**config.mk**
```make
export PLATFORM = sky130hd
export DESIGN_NAME = hzd_unit
export DESIGN_NICKNAME = d
export VERILOG_FILES = /design/src/rtl/hzd_pkg.sv /design/src/rtl/hzd_track.sv /design/src/rtl/hzd_scoreboard.sv /design/src/rtl/hzd_fwd_sel.sv /design/src/rtl/hzd_unit.sv
export SDC_FILE = /design/constraint.sdc
export NUM_CORES = 1
export LEC_CHECK = 0
export BUFFER_PORTS_ARGS = -buffer_cell sky130_fd_sc_hd__buf_2
export CAP_MARGIN = 15
export CORE_ASPECT_RATIO = 0.7
export CORE_MARGIN = 1.5
export CORE_UTILIZATION = 57
export DETAILED_ROUTE_END_ITERATION = 10
export PLACE_DENSITY = 0.76
export SYNTH_ARGS = -nofsm -noshare
export SYNTH_HDL_FRONTEND = slang
export SYNTH_HIERARCHICAL = 1
export SYNTH_SLANG_ARGS = --single-unit
```
**constraint.sdc**
```tcl
create_clock -name clk_i -period 11.4 [get_ports clk_i]
set_clock_uncertainty 0.1 [all_clocks]
set_input_delay 3.42 -clock clk_i [delete_from_list [all_inputs] [get_ports clk_i]]
set_output_delay 3.42 -clock clk_i [all_outputs]
set_load 0.02 [all_outputs]
```
**src/rtl/hzd_pkg.sv**
```systemverilog
package hzd_pkg;
  localparam int NSTG = 3;  // execute, memory, writeback

  typedef enum logic [1:0] {
    FWD_RF  = 2'b00,
    FWD_EX  = 2'b01,
    FWD_MEM = 2'b10,
    FWD_WB  = 2'b11
  } fwd_e;

  typedef struct packed {
    logic vld;
    logic wr;
    logic load;
    logic br;
  } stg_t;
endpackage

```
**src/rtl/hzd_track.sv**
```systemverilog
module hzd_track
  import hzd_pkg::*;
#(
  parameter int RW = 5
) (
  input  logic                       clk_i,
  input  logic                       rst_ni,
  input  stg_t                       in_i,
  input  logic [RW-1:0]              rd_i,
  output stg_t [NSTG-1:0]            flg_o,
  output logic [NSTG-1:0][RW-1:0]    rd_o
);
  stg_t [NSTG-1:0]         flg_q;
  logic [NSTG-1:0][RW-1:0] rd_q;

  always_ff @(posedge clk_i or negedge rst_ni) begin
    if (!rst_ni) begin
      flg_q <= '0;
      rd_q  <= '0;
    end else begin
      flg_q[0] <= in_i;
      rd_q[0]  <= rd_i;
      for (int k = 1; k < NSTG; k++) begin
        flg_q[k] <= flg_q[k-1];
        rd_q[k]  <= rd_q[k-1];
      end
    end
  end

  assign flg_o = flg_q;
  assign rd_o  = rd_q;
endmodule

```
**src/rtl/hzd_scoreboard.sv**
```systemverilog
module hzd_scoreboard #(
  parameter int NREG = 32,
  parameter int RW   = $clog2(NREG)
) (
  input  logic            clk_i,
  input  logic            rst_ni,
  input  logic            clr_i,
  input  logic [RW-1:0]   clr_rd_i,
  input  logic            set_i,
  input  logic [RW-1:0]   set_rd_i,
  output logic [NREG-1:0] free_o
);
  for (genvar r = 0; r < NREG; r++) begin : g_reg
    if (r == 0) begin : g_zero
      assign free_o[r] = 1'b1;
    end else begin : g_bit
      logic free_q;
      always_ff @(posedge clk_i or negedge rst_ni) begin
        if (!rst_ni)                               free_q <= 1'b1;
        else if (clr_i && clr_rd_i == RW'(r))      free_q <= 1'b0;  // issue beats writeback
        else if (set_i && set_rd_i == RW'(r))      free_q <= 1'b1;
      end
      assign free_o[r] = free_q;
    end
  end
endmodule

```
**src/rtl/hzd_fwd_sel.sv**
```systemverilog
module hzd_fwd_sel
  import hzd_pkg::*;
#(
  parameter int RW = 5
) (
  input  logic [RW-1:0]            src_i,
  input  logic                     src_free_i,
  input  stg_t [NSTG-1:0]          flg_i,
  input  logic [NSTG-1:0][RW-1:0]  rd_i,
  input  logic [NSTG-1:0]          path_ok_i,
  output fwd_e                     sel_o,
  output logic                     stall_o
);
  always_comb begin
    sel_o   = FWD_RF;
    stall_o = 1'b0;
    if (src_i != '0 && !src_free_i) begin
      stall_o = 1'b1;
      // oldest first so the youngest hit wins
      for (int k = NSTG - 1; k >= 0; k--) begin
        if (flg_i[k].vld && flg_i[k].wr && rd_i[k] == src_i) begin
          stall_o = !path_ok_i[k];
          sel_o   = path_ok_i[k] ? fwd_e'(2'(k + 1)) : FWD_RF;
        end
      end
    end
  end
endmodule

```
**src/rtl/hzd_unit.sv**
```systemverilog
module hzd_unit
  import hzd_pkg::*;
#(
  parameter int NREG = 32,
  localparam int RW  = $clog2(NREG)
) (
  input  logic          clk_i,
  input  logic          rst_ni,
  input  logic          dec_valid_i,
  input  logic [RW-1:0] dec_rs1_i,
  input  logic [RW-1:0] dec_rs2_i,
  input  logic [RW-1:0] dec_rd_i,
  input  logic          dec_wr_i,
  input  logic          dec_load_i,
  input  logic          dec_branch_i,
  input  logic          fetch_branch_i,
  output logic          stall_o,
  output logic [1:0]    fwd_rs1_o,
  output logic [1:0]    fwd_rs2_o,
  output logic          fetch_hold_o
);
  localparam int WB = NSTG - 1;

  stg_t [NSTG-1:0]         stg_flg;
  logic [NSTG-1:0][RW-1:0] stg_rd;
  logic [NSTG-1:0]         path_ok;
  logic [NREG-1:0]         reg_free;
  logic                    issue;
  stg_t                    dec_s;
  logic                    st1, st2;
  fwd_e                    sel1, sel2;
  logic [NSTG-1:0]         younger;
  logic                    wb_set;

  assign issue = dec_valid_i && !stall_o;
  assign dec_s = '{vld: issue, wr: dec_wr_i, load: dec_load_i, br: dec_branch_i};

  hzd_track #(.RW(RW)) u_track (
    .clk_i  (clk_i),
    .rst_ni (rst_ni),
    .in_i   (dec_s),
    .rd_i   (dec_rd_i),
    .flg_o  (stg_flg),
    .rd_o   (stg_rd)
  );

  // load data is not usable while the load sits in execute
  for (genvar k = 0; k < NSTG; k++) begin : g_path
    if (k == 0) begin : g_ex
      assign path_ok[k] = stg_flg[k].vld && stg_flg[k].wr && !stg_flg[k].load;
    end else begin : g_late
      assign path_ok[k] = stg_flg[k].vld && stg_flg[k].wr;
    end
  end

  // younger producers of the writeback register keep it pending
  for (genvar k = 0; k < NSTG; k++) begin : g_young
    if (k == WB) begin : g_dec
      assign younger[k] = issue && dec_wr_i && dec_rd_i == stg_rd[WB];
    end else begin : g_inf
      assign younger[k] = stg_flg[k].vld && stg_flg[k].wr && stg_rd[k] == stg_rd[WB];
    end
  end
  assign wb_set = stg_flg[WB].vld && stg_flg[WB].wr && younger == '0;

  hzd_scoreboard #(.NREG(NREG), .RW(RW)) u_sb (
    .clk_i    (clk_i),
    .rst_ni   (rst_ni),
    .clr_i    (issue && dec_wr_i),
    .clr_rd_i (dec_rd_i),
    .set_i    (wb_set),
    .set_rd_i (stg_rd[WB]),
    .free_o   (reg_free)
  );

  hzd_fwd_sel #(.RW(RW)) u_sel1 (
    .src_i      (dec_rs1_i),
    .src_free_i (reg_free[dec_rs1_i]),
    .flg_i      (stg_flg),
    .rd_i       (stg_rd),
    .path_ok_i  (path_ok),
    .sel_o      (sel1),
    .stall_o    (st1)
  );

  hzd_fwd_sel #(.RW(RW)) u_sel2 (
    .src_i      (dec_rs2_i),
    .src_free_i (reg_free[dec_rs2_i]),
    .flg_i      (stg_flg),
    .rd_i       (stg_rd),
    .path_ok_i  (path_ok),
    .sel_o      (sel2),
    .stall_o    (st2)
  );

  assign stall_o      = dec_valid_i && (st1 || st2);
  assign fwd_rs1_o    = dec_valid_i ? sel1 : FWD_RF;
  assign fwd_rs2_o    = dec_valid_i ? sel2 : FWD_RF;
  assign fetch_hold_o = fetch_branch_i || (dec_valid_i && dec_branch_i) ||
                        (stg_flg[0].vld && stg_flg[0].br);
endmodule

```
==> out/metrics.csv <==
stage;metric;value;unit
clock_network;Sink Count;54;
finish;final design utilization;59.1;%
floorplan;starting density of the core;59.4;%
sta;worst hold slack;0.319;ns
sta;min Tclk post-route;9.28;ns
worst_setup_path;Setup crit start kind;primary input;
sta;RSZ-0062 raised after global routing;false;
hold_path;Hold Crit Class;flop to flop;
yosys;cells after synthesis;369;
global_routing;initial antenna violation count;0;
sta;final worst slack;2.12;ns
clock_network;CTS tree;done;
worst_setup_path;Register-to-Register Path Depth;14;
route;DRC errors left;0;
finish;most frequent cells in the layout;a21oi_1 (52), mux2i_1 (34), dfstp_2 (31);
placement;gpl congestion;0.960;
floorplan;Rows;24;
pwr;static leakage;1.54;nW
clock_network;Post-CTS Setup Inserts;0;
global_routing;largest net degree at the start of global routing;55;
placement;Setup WS pre-CTS;2.15;ns
pwr;Peak VDD IR;0.0665;mV
clock_network;Num CTS Buffers;5;
clock_network;Clock Latency Late Sink;0.31;ns
worst_setup_path;reg-to-reg endpoint;u_sb/g_reg[27].g_bit.free_q;
global_routing;GRT busiest layer;met1;
placement;HPWL after DPL;6.78;mm
route;wire per inst;21.3;µm
run_status;status;finished, final reports clean;
clock_network;maximum clock path buffer count;2;
sta;Worst Tran Pin Value;1.11;ns
floorplan;Die ar.;7050;µm²
clock_network;number of gates resized after CTS;0;
sta;Setup TNS Final;0;ns
global_routing;vias in the first global route;2714;
yosys;Syn Area/Cell;10.1;µm²
finish;area delta synth->final;-0.570;%
worst_setup_path;Reg2Reg Setup Slack;7.46;ns
finish;commonest non-fill, non-tap cell in the layout;a21oi_1;
route;Pre-Repair DR Iteration Count;5;
finish;nets;382;
pwr;Power Dens Cells;115;nW/µm²
yosys;yosys warns;6;
worst_setup_path;Reg2Reg Launch Point;u_sb/g_reg[15].g_bit.free_q;
floorplan;IO Count;28;
yosys;synthesized net count;391;
sta;Setup Viol. Count Final;0;
worst_setup_path;type of the worst setup path;primary input to primary output;
floorplan;height of the die;70.7;µm
yosys;Mapped Area;3730;µm²
route;vias per cell;6.51;
sta;part of the cycle the worst path needs;81.4;%
global_routing;GR met1 Demand/Resource;44.0;%
global_routing;GRT Total Usage;27.7;%
clock_network;H-tree levels;2;
sta;Fin. Hold Viols;0;
floorplan;die width;99.7;µm
finish;number of fill cells in the layout;572;
worst_setup_path;CP max FO;20;
sta;Slew Limit Fails;0;
clock_network;CTS root buf;clkbuf_8;
finish;layout cells sized above 1;24.1;%
finish;Antenna Cells;0;
route;Iteration-0 DRC Markers;292;
flow_run;max-cap violation count;0;
placement;Area after DPL;3590;µm²
worst_setup_path;crit path capture;stall_o;
worst_setup_path;Critical Path Sink Type;primary output;
global_routing;total grt overflow;0;
worst_setup_path;CP required;7.88;ns
route;vias;2857;
floorplan;core box area;6280;µm²
worst_setup_path;crit path from;dec_rs1_i[1];
route;final wirelength;9.36;mm
global_routing;M2 GR Usage;38.0;%
clock_network;Reg clk slew, reported paths;0.10;ns
sta;highest clock rate;108;MHz
route;Routed Antenna Nets;0;
clock_network;cts hold-fix bufs;0;
finish;cell area after layout;3710;µm²
placement;port buffer count;27;
global_routing;first-pass GRT wire length;14.9;mm
sta;Worst slew margin;25.3;%
global_routing;GRT met3 Usage;6.82;%
worst_setup_path;CP arrival;5.76;ns
cell type report:
cell class	instances	area [µm²]	area share, %
well taps	78	97.6	2.63
inverters	1	3.75	0.101
flip-flops and latches	54	1390	37.5
clock buffers	5	68.8	1.85
clock inverters	3	48.8	1.32
repair buffers	28	143	3.84
multi-input cells	270	1960	52.8
power by group:
group / internal [W] / leakage [nW] / switching (W)
clock network: 0.0000670 / 0.0563 / 0.0000666
logic: 0.0000285 / 0.886 / 0.0000404
registers: 0.000206 / 0.595 / 0.0000166
per-layer routing:
layer,wire length (µm),vias up,share of wire (%)
met1,4340,1403,46
met4,86,0,0.92
li1,-,1284,-
met2,3800,161,41
met3,1130,9,12
met5,0,-,0
flip-flops by register name (all words and copies together) (netlist names):
name,count
u_sb/g.g_bit.free_q,31
u_track/rd_o,15
u_track/flg_o,8
stage by stage:
stage,std cells,power [W]
2_1_floorplan,369,0.000277
3_3_place_gp,431,0.000291
3_5_place_dp,431,0.000293
4_1_cts,439,0.000427
5_1_grt,439,0.000445
6_report,439,0.000425
critical path: stages:
cell      delay [ns]
buf_2           0.47
mux2i_1         0.28
nand2_1         0.08
nand4b_1        0.11
a21oi_1         0.04
a311o_1         0.32
o21bai_1        0.19
or3_1           0.41
o21ai_2         0.07
nor2_1          0.09
nor2b_1         0.11
buf_2           0.17
how the worst min path moves through the flow:
stage	startpoint	end	slack, ns	depth (start not counted)
after floorplan	u_track/flg_o[6]	u_track/flg_o[10]	0.27	0
after global placement	u_track/flg_o[6]	u_track/flg_o[10]	0.28	0
after detailed placement	u_track/flg_o[7]	u_track/flg_o[11]	0.29	0
after CTS	u_track/flg_o[6]	u_track/flg_o[10]	0.32	0
after global routing	u_track/flg_o[6]	u_track/flg_o[10]	0.34	0
final	u_track/flg_o[6]	u_track/flg_o[10]	0.32	0
Power figures use the tool's default switching activity.
